## src/rtl/cfgw_pkg.sv

```systemverilog
package cfgw_pkg;

    localparam int WORD_W = 32;
    localparam int HALF_W = WORD_W / 2;
    localparam int DEV_W  = 3;
    localparam int REG_W  = 8;
    localparam int RSV_W  = HALF_W - DEV_W - REG_W;
    localparam int CNT_W  = $clog2(WORD_W);

    typedef enum logic {
        ST_IDLE  = 1'b0,
        ST_SHIFT = 1'b1
    } rx_state_e;

    // Received word, MSB first on the wire.
    typedef struct packed {
        logic [DEV_W-1:0]  dev;
        logic [RSV_W-1:0]  rsv;
        logic [REG_W-1:0]  addr;
        logic [HALF_W-1:0] data;
    } wr_cmd_t;

    function automatic wr_cmd_t split_word(input logic [WORD_W-1:0] w);
        return wr_cmd_t'(w);
    endfunction

endpackage

```

## src/rtl/cfgw_sync_det.sv

```systemverilog
module cfgw_sync_det
    import cfgw_pkg::*;
(
    input  logic clk,
    input  logic rst,
    input  logic frm_n,
    output logic fall
);

    // Level of frame sync at the previous falling edge; cleared by reset so a
    // line held low across reset cannot open a frame.
    logic seen_high;

    always_ff @(negedge clk) begin
        if (rst) begin
            seen_high <= 1'b0;
        end else begin
            seen_high <= frm_n;
        end
    end

    assign fall = seen_high & ~frm_n;

endmodule

```

## src/rtl/cfgw_shifter.sv

```systemverilog
module cfgw_shifter
    import cfgw_pkg::*;
(
    input  logic              clk,
    input  logic              rst,
    input  logic              start,
    input  logic              sdi,
    output logic              busy,
    output logic              done,
    output logic [WORD_W-1:0] word
);

    localparam logic [CNT_W-1:0] LAST_BIT = CNT_W'(WORD_W - 1);

    rx_state_e         st;
    logic [CNT_W-1:0]  cnt;
    logic [WORD_W-2:0] sr;

    assign busy = (st == ST_SHIFT);
    assign done = busy && (cnt == LAST_BIT);
    assign word = {sr, sdi};

    always_ff @(negedge clk) begin
        if (rst) begin
            st  <= ST_IDLE;
            cnt <= '0;
            sr  <= '0;
        end else begin
            case (st)
                ST_IDLE: begin
                    if (start) begin
                        st  <= ST_SHIFT;
                        cnt <= '0;
                    end
                end
                ST_SHIFT: begin
                    sr <= {sr[WORD_W-3:0], sdi};
                    if (done) begin
                        st  <= ST_IDLE;
                        cnt <= '0;
                    end else begin
                        cnt <= cnt + CNT_W'(1);
                    end
                end
                default: st <= ST_IDLE;
            endcase
        end
    end

    // a fresh sync fall in idle opens a frame at the next edge
    p_start_opens_r2: assert property (@(negedge clk) disable iff (rst)
        (!busy && start) |=> busy);

    // once receiving, nothing but the 32nd bit ends the frame
    p_ignore_resync_r7: assert property (@(negedge clk) disable iff (rst)
        (busy && !done) |=> (busy && cnt == $past(cnt) + CNT_W'(1)));

    // the frame closes right after the last bit
    p_frame_len_r3: assert property (@(negedge clk) disable iff (rst)
        done |=> (!busy && cnt == '0));

endmodule

```

## src/rtl/cfgw_addr_match.sv

```systemverilog
module cfgw_addr_match
    import cfgw_pkg::*;
(
    input  logic              clk,
    input  logic              rst,
    input  logic              done,
    input  logic [WORD_W-1:0] word,
    input  logic [DEV_W-1:0]  dev_id,
    output logic              wr_stb,
    output logic [REG_W-1:0]  wr_reg,
    output logic [HALF_W-1:0] wr_data
);

    wr_cmd_t cmd;
    logic    hit;
    logic    unused_rsv;

    assign cmd        = split_word(word);
    assign hit        = done && (cmd.dev == dev_id);
    assign unused_rsv = ^cmd.rsv;

    always_ff @(negedge clk) begin
        if (rst) begin
            wr_stb  <= 1'b0;
            wr_reg  <= '0;
            wr_data <= '0;
        end else begin
            wr_stb <= hit;
            if (hit) begin
                wr_reg  <= cmd.addr;
                wr_data <= cmd.data;
            end
        end
    end

    // the strobe lasts one clock period
    p_stb_single_r4: assert property (@(negedge clk) disable iff (rst)
        wr_stb |=> !wr_stb);

    // a strobe only follows a completed frame
    p_stb_after_frame_r4: assert property (@(negedge clk) disable iff (rst)
        wr_stb |-> $past(done));

    // address and data hold whenever no strobe is issued
    p_hold_on_miss_r5: assert property (@(negedge clk) disable iff (rst)
        !wr_stb |-> ($stable(wr_reg) && $stable(wr_data)));

endmodule

```

## src/rtl/cfgw_frame_rx.sv

```systemverilog
module cfgw_frame_rx
    import cfgw_pkg::*;
(
    input  logic              sclk,
    input  logic              rst,
    input  logic              frm_n,
    input  logic              sdi,
    input  logic [DEV_W-1:0]  dev_id,
    output logic              wr_stb,
    output logic [REG_W-1:0]  wr_reg,
    output logic [HALF_W-1:0] wr_data
);

    logic              sync_fall;
    logic              rx_busy;
    logic              rx_done;
    logic [WORD_W-1:0] rx_word;

    cfgw_sync_det u_sync (
        .clk   (sclk),
        .rst   (rst),
        .frm_n (frm_n),
        .fall  (sync_fall)
    );

    cfgw_shifter u_shift (
        .clk   (sclk),
        .rst   (rst),
        .start (sync_fall),
        .sdi   (sdi),
        .busy  (rx_busy),
        .done  (rx_done),
        .word  (rx_word)
    );

    cfgw_addr_match u_match (
        .clk     (sclk),
        .rst     (rst),
        .done    (rx_done),
        .word    (rx_word),
        .dev_id  (dev_id),
        .wr_stb  (wr_stb),
        .wr_reg  (wr_reg),
        .wr_data (wr_data)
    );

    // a line held low after a frame never reopens one
    p_no_restart_low_r8: assert property (@(negedge sclk) disable iff (rst)
        (!rx_busy && !frm_n && $past(!frm_n)) |=> !rx_busy);

endmodule

```

## config.mk

```make
export PLATFORM = sky130hd
export DESIGN_NAME = cfgw_frame_rx
export DESIGN_NICKNAME = d
export VERILOG_FILES = /design/src/rtl/cfgw_pkg.sv /design/src/rtl/cfgw_sync_det.sv /design/src/rtl/cfgw_shifter.sv /design/src/rtl/cfgw_addr_match.sv /design/src/rtl/cfgw_frame_rx.sv
export SDC_FILE = /design/constraint.sdc
export NUM_CORES = 1
export LEC_CHECK = 0
export ABC_CLOCK_PERIOD_IN_PS = 2900
export CAP_MARGIN = 20
export CORE_MARGIN = 2
export CORE_UTILIZATION = 40
export DETAILED_ROUTE_END_ITERATION = 10
export GPL_ROUTABILITY_DRIVEN = 1
export PLACE_DENSITY = 0.63
export SLEW_MARGIN = 15
export SYNTH_ARGS = -nofsm -noshare
export SYNTH_HDL_FRONTEND = slang
export SYNTH_SLANG_ARGS = --single-unit
```

## constraint.sdc

```tcl
create_clock -name sclk -period 2.9 [get_ports sclk]
set_clock_uncertainty 0.1 [all_clocks]
set_input_delay 0.58 -clock sclk [delete_from_list [all_inputs] [get_ports sclk]]
set_output_delay 0.58 -clock sclk [all_outputs]
set_load 0.005 [all_outputs]
```

# After elaboration in Yosys (flattened, before gate mapping)
# Cells that the tools add are included.
# classes
reduce_logical	2
addsub	1
bitwise	3
eq_ne	3
muxes	6
# op_table
operator	count
two-way mux 5 bit	2
case mux 5 bit (2 select lines)	1
adder 5 x 1 -> 5 bit, second input constant	1
== test 5 bit, second input constant	1
== test 3 bit	1
logical AND 1 bit	2
two-way mux 1 bit	2
inequality test 2 bit, second input constant	1
inverter 1 bit	2
case mux 1 bit (2 select lines)	1
AND 1 bit	1
# totals
regBits	63
output_inout_bits	25

# Longest topological paths before layout
# logic_depth
word_depth	4
depth_mapped	7

# Cells and area by module
# Synthesis repeated with hierarchy kept, for this count alone.
# unflattened
hier_cells	249
hier_area_um2	2623.8
# by_module_without_submodules
mod	cells_each	area_each_um2	seq_area_each_um2	n_inst
cfgw_shifter	134	1428.9	740.7	1
cfgw_addr_match	111	1156.1	500.5	1
cfgw_sync_det	4	38.8	20.0	1

==> results by group <==
Final layout
  – Nets: 366
  – Non-Filler Instances: 437
  – # fillers: 575
  – Area grow syn2layout: 38.2%
  – Max FFs per register: 31
  – Antenna Cells: 0
  – Share of cells above drive strength 1: 26.5%
  – Final Cell Area: 3490 um2

CTS
  – Clk Latency, worst-skew pair: 0.38 ns
  – CTS tree: built
  – Num CTS Buffers: 9
  – # hold bufs at CTS: 0
  – Root Driver: clkbuf_8
  – CTS Sinks: 63
  – H-tree lvl count: 3
  – Clock Pin Slew Worst Setup and Hold Paths: 0.05 ns
  – Max Root-Sink Buffers: 2

Route
  – Wire length per cell: 11.2 um
  – Drt first pass iters: 3
  – Remaining antenna violation count: 0
  – Via density: 4.49
  – Iter 0 DRT Violations: 46
  – DR vias: 1962
  – Remaining DRCs: 0
  – Post-Route WL: 4880 um

Synth
  – Synthesized Nets: 253
  – YS warnings: 0
  – Xor and xnor area share after synthesis: 1.39%
  – Largest family of logic cells by synthesized area: multiplexers
  – Seq/Total Area, Yosys: 50.0%
  – Synth unique cells: 21
  – Synth area leaders: dfxtp_1, mux2i_1, nand2b_1
  – Synthesized area: 2520 um2
  – #FFs+latches synth: 63
  – Biggest area consumer among synthesized cells: dfxtp_1
  – Post-synth top area share: 50.0%
  – Post-Synth Simple-Gate Area: 21.0%
  – Syn Area/Cell: 10.3 um2
  – Gate Count Post-Synth: 244
  – Multiplexer share of the synthesized area: 21.8%
  – Adder-Cell Fraction of Synth Area: 0.991%
  – Synth Area in Compound Gates: 1.59%

Flow run
  – Max cap viols: 0

Floorplanning
  – Die H: 83.5 um
  – DIE WIDTH: 83.5 um
  – Io pins: 32
  – # rows: 28
  – Full die area: 6960 um2
  – Initial Utilization: 41.9%
  – Core footprint: 6030 um2

STA
  – Relative slew slack: 63.8%
  – RSZ-0062 raised after global routing: yes
  – Final setup margin: -0.0472 ns
  – Worst Max-Slew Pin Slew: 0.543 ns
  – Hold Vio Cnt, Final: 0
  – Final Hold Slack: 0.362 ns
  – Setup violations, final: 27
  – Slew Viols, Final: 0

Placement
  – Placed cells: 353
  – Count of input and output buffers: 31
  – GP Congestion: 0.720
  – DP Wirelength: 2620 um
  – Place WS: -0.781 ns
  – Area after DPL: 3030 um2

Power
  – Peak VDD IR: 400 uV
  – Sw Ratio: 29.9%
  – Reg power frac: 43.4%
  – Comb power frac: 3.7%
  – Pwr dens: 579 nW/um2
  – Clk network pwr share: 52.9%
  – P_leak: 1.58 nW
  – Internal cell power: 0.00142 W
  – Switching power: 0.000604 W

Setup path
  – Buffers and inverters on the worst path: 1
  – Crit path launch type: flop
  – Worst setup EP type: output pin
  – Cell chain of the critical path: buf_2
  – CP delay by family, top: flip-flops
  – Worst setup path class: reg -> out
  – CP max FO: 2
  – Crit path largest cell delay: 0.31 ns
  – Crit path arrival time: 2.27 ns
  – CP required: 2.22 ns
  – CP max stage cell: dfxtp_2

GRT
  – Initial antenna violation count: 0
  – Total GRT Usage: 15.0%
  – Vias in the first global route: 2082
  – Pin count of the biggest net entering global routing: 47
  – First-pass GRT wire length: 8400 um
  – Total grt overflow: 0

Hold path
  – Min-delay worst type: reg -> reg

Outcome
  – Outcome: complete, but fails checks
  – Failing checks: negative setup slack
synthesized netlist by cell type:
cell type and number:
a21oi_1 2, a31oi_1 2, a32oi_1 2, and3_1 1
buf_2 4, buf_6 2, clkbuf_1 9, dfxtp_1 63
ha_1 2, inv_1 1, inv_2 1, mux2i_1 55
nand2_1 2, nand2b_1 50, nand3_1 4, nor2_1 34
nor2b_1 3, nor3b_1 1, nor4_4 1, or4_1 1
xor2_1 4
cell usage in the layout, fill, tap and decap left out, types with 2 or more instances in the layout:
master,count
nand2b_1,50
clkbuf_8,9
a32oi_1,2
nor2_1,34
dfxtp_1,38
buf_12,2
a21oi_1,2
buf_4,19
clkdlybuf4s50_1,2
ha_1,2
nand2_1,2
mux2i_1,55
buf_6,9
nand3_1,4
dfxtp_2,25
inv_1,65
buf_2,18
xor2_2,2
nor2b_1,3
clkinvlp_2,2
a31oi_1,2
buf_8,4
inv_4,2
cell type report:
type	instances	area (um2)	share of cell area, %
Clock buffer	9	124	3.55
Clock inverter	70	297	8.50
Inverter	1	3.75	0.108
Tap cell	75	93.8	2.69
Multi-Input combinational cell	164	1210	34.8
Timing Repair Buffer	55	464	13.3
Sequential cell	63	1290	37.1
kinds of logic after synthesis:
| group | Yosys count |
|---|---|
| buffers and inverters | 17 |
| adder cells (fa/ha/maj) | 2 |
| AND/OR/NAND/NOR | 97 |
| multiplexers | 55 |
| AO/OA/AOI/OAI | 6 |
| XOR/XNOR | 4 |
| flip-flops | 63 |
per-layer routing:
layer | up-vias | GRT usage, % | wire [um]
met3 | 8 | 7.62 | 163
met2 | 24 | 22.1 | 2280
met5 | - | 0 | 0
met1 | 894 | 16.1 | 2350
met4 | 0 | 12.2 | 90
li1 | 1036 | - | -
stage by stage:
stage                     setup TNS [ns]  total power (W)  util (%)
after floorplan                    -7.11          0.00107         -
after global placement            -20.98          0.00110      50.2
after detailed placement          -21.35          0.00110      50.2
after CTS                          -1.14          0.00206      57.0
after global routing               -2.07          0.00218      57.9
final                             -0.730          0.00202      57.9
power groups by stage:
stage               Clock (W)  Combinational [W]  Sequential, W
finish                0.00107          0.0000737       0.000877
global route          0.00123          0.0000790       0.000875
CTS                   0.00111          0.0000738       0.000877
detailed placement   0.000134          0.0000734       0.000890
global placement     0.000134          0.0000734       0.000890
floorplan            0.000134          0.0000504       0.000889
worst paths after layout:
kind / start / endpoint / slack, ns / cells after the start
max: u_match.wr_data[10] / wr_data[10] / -0.05 / 1
min: u_match.wr_reg[1] / u_match.wr_reg[1] / 0.36 / 2
max reg2reg: u_shift.cnt[0] / u_match.wr_data[10] / 0.83 / 8
min reg2reg: u_match.wr_reg[1] / u_match.wr_reg[1] / 0.36 / 2
what timing repair did:
action	CTS	global route
gates cloned	2	0
pin swaps	2	0
gates resized for setup	147	9
setup endpoints to repair	50	41
hold endpoints to repair	0	0
setup buffers	4	0
No activity file was read; power rests on OpenSTA's default activity.
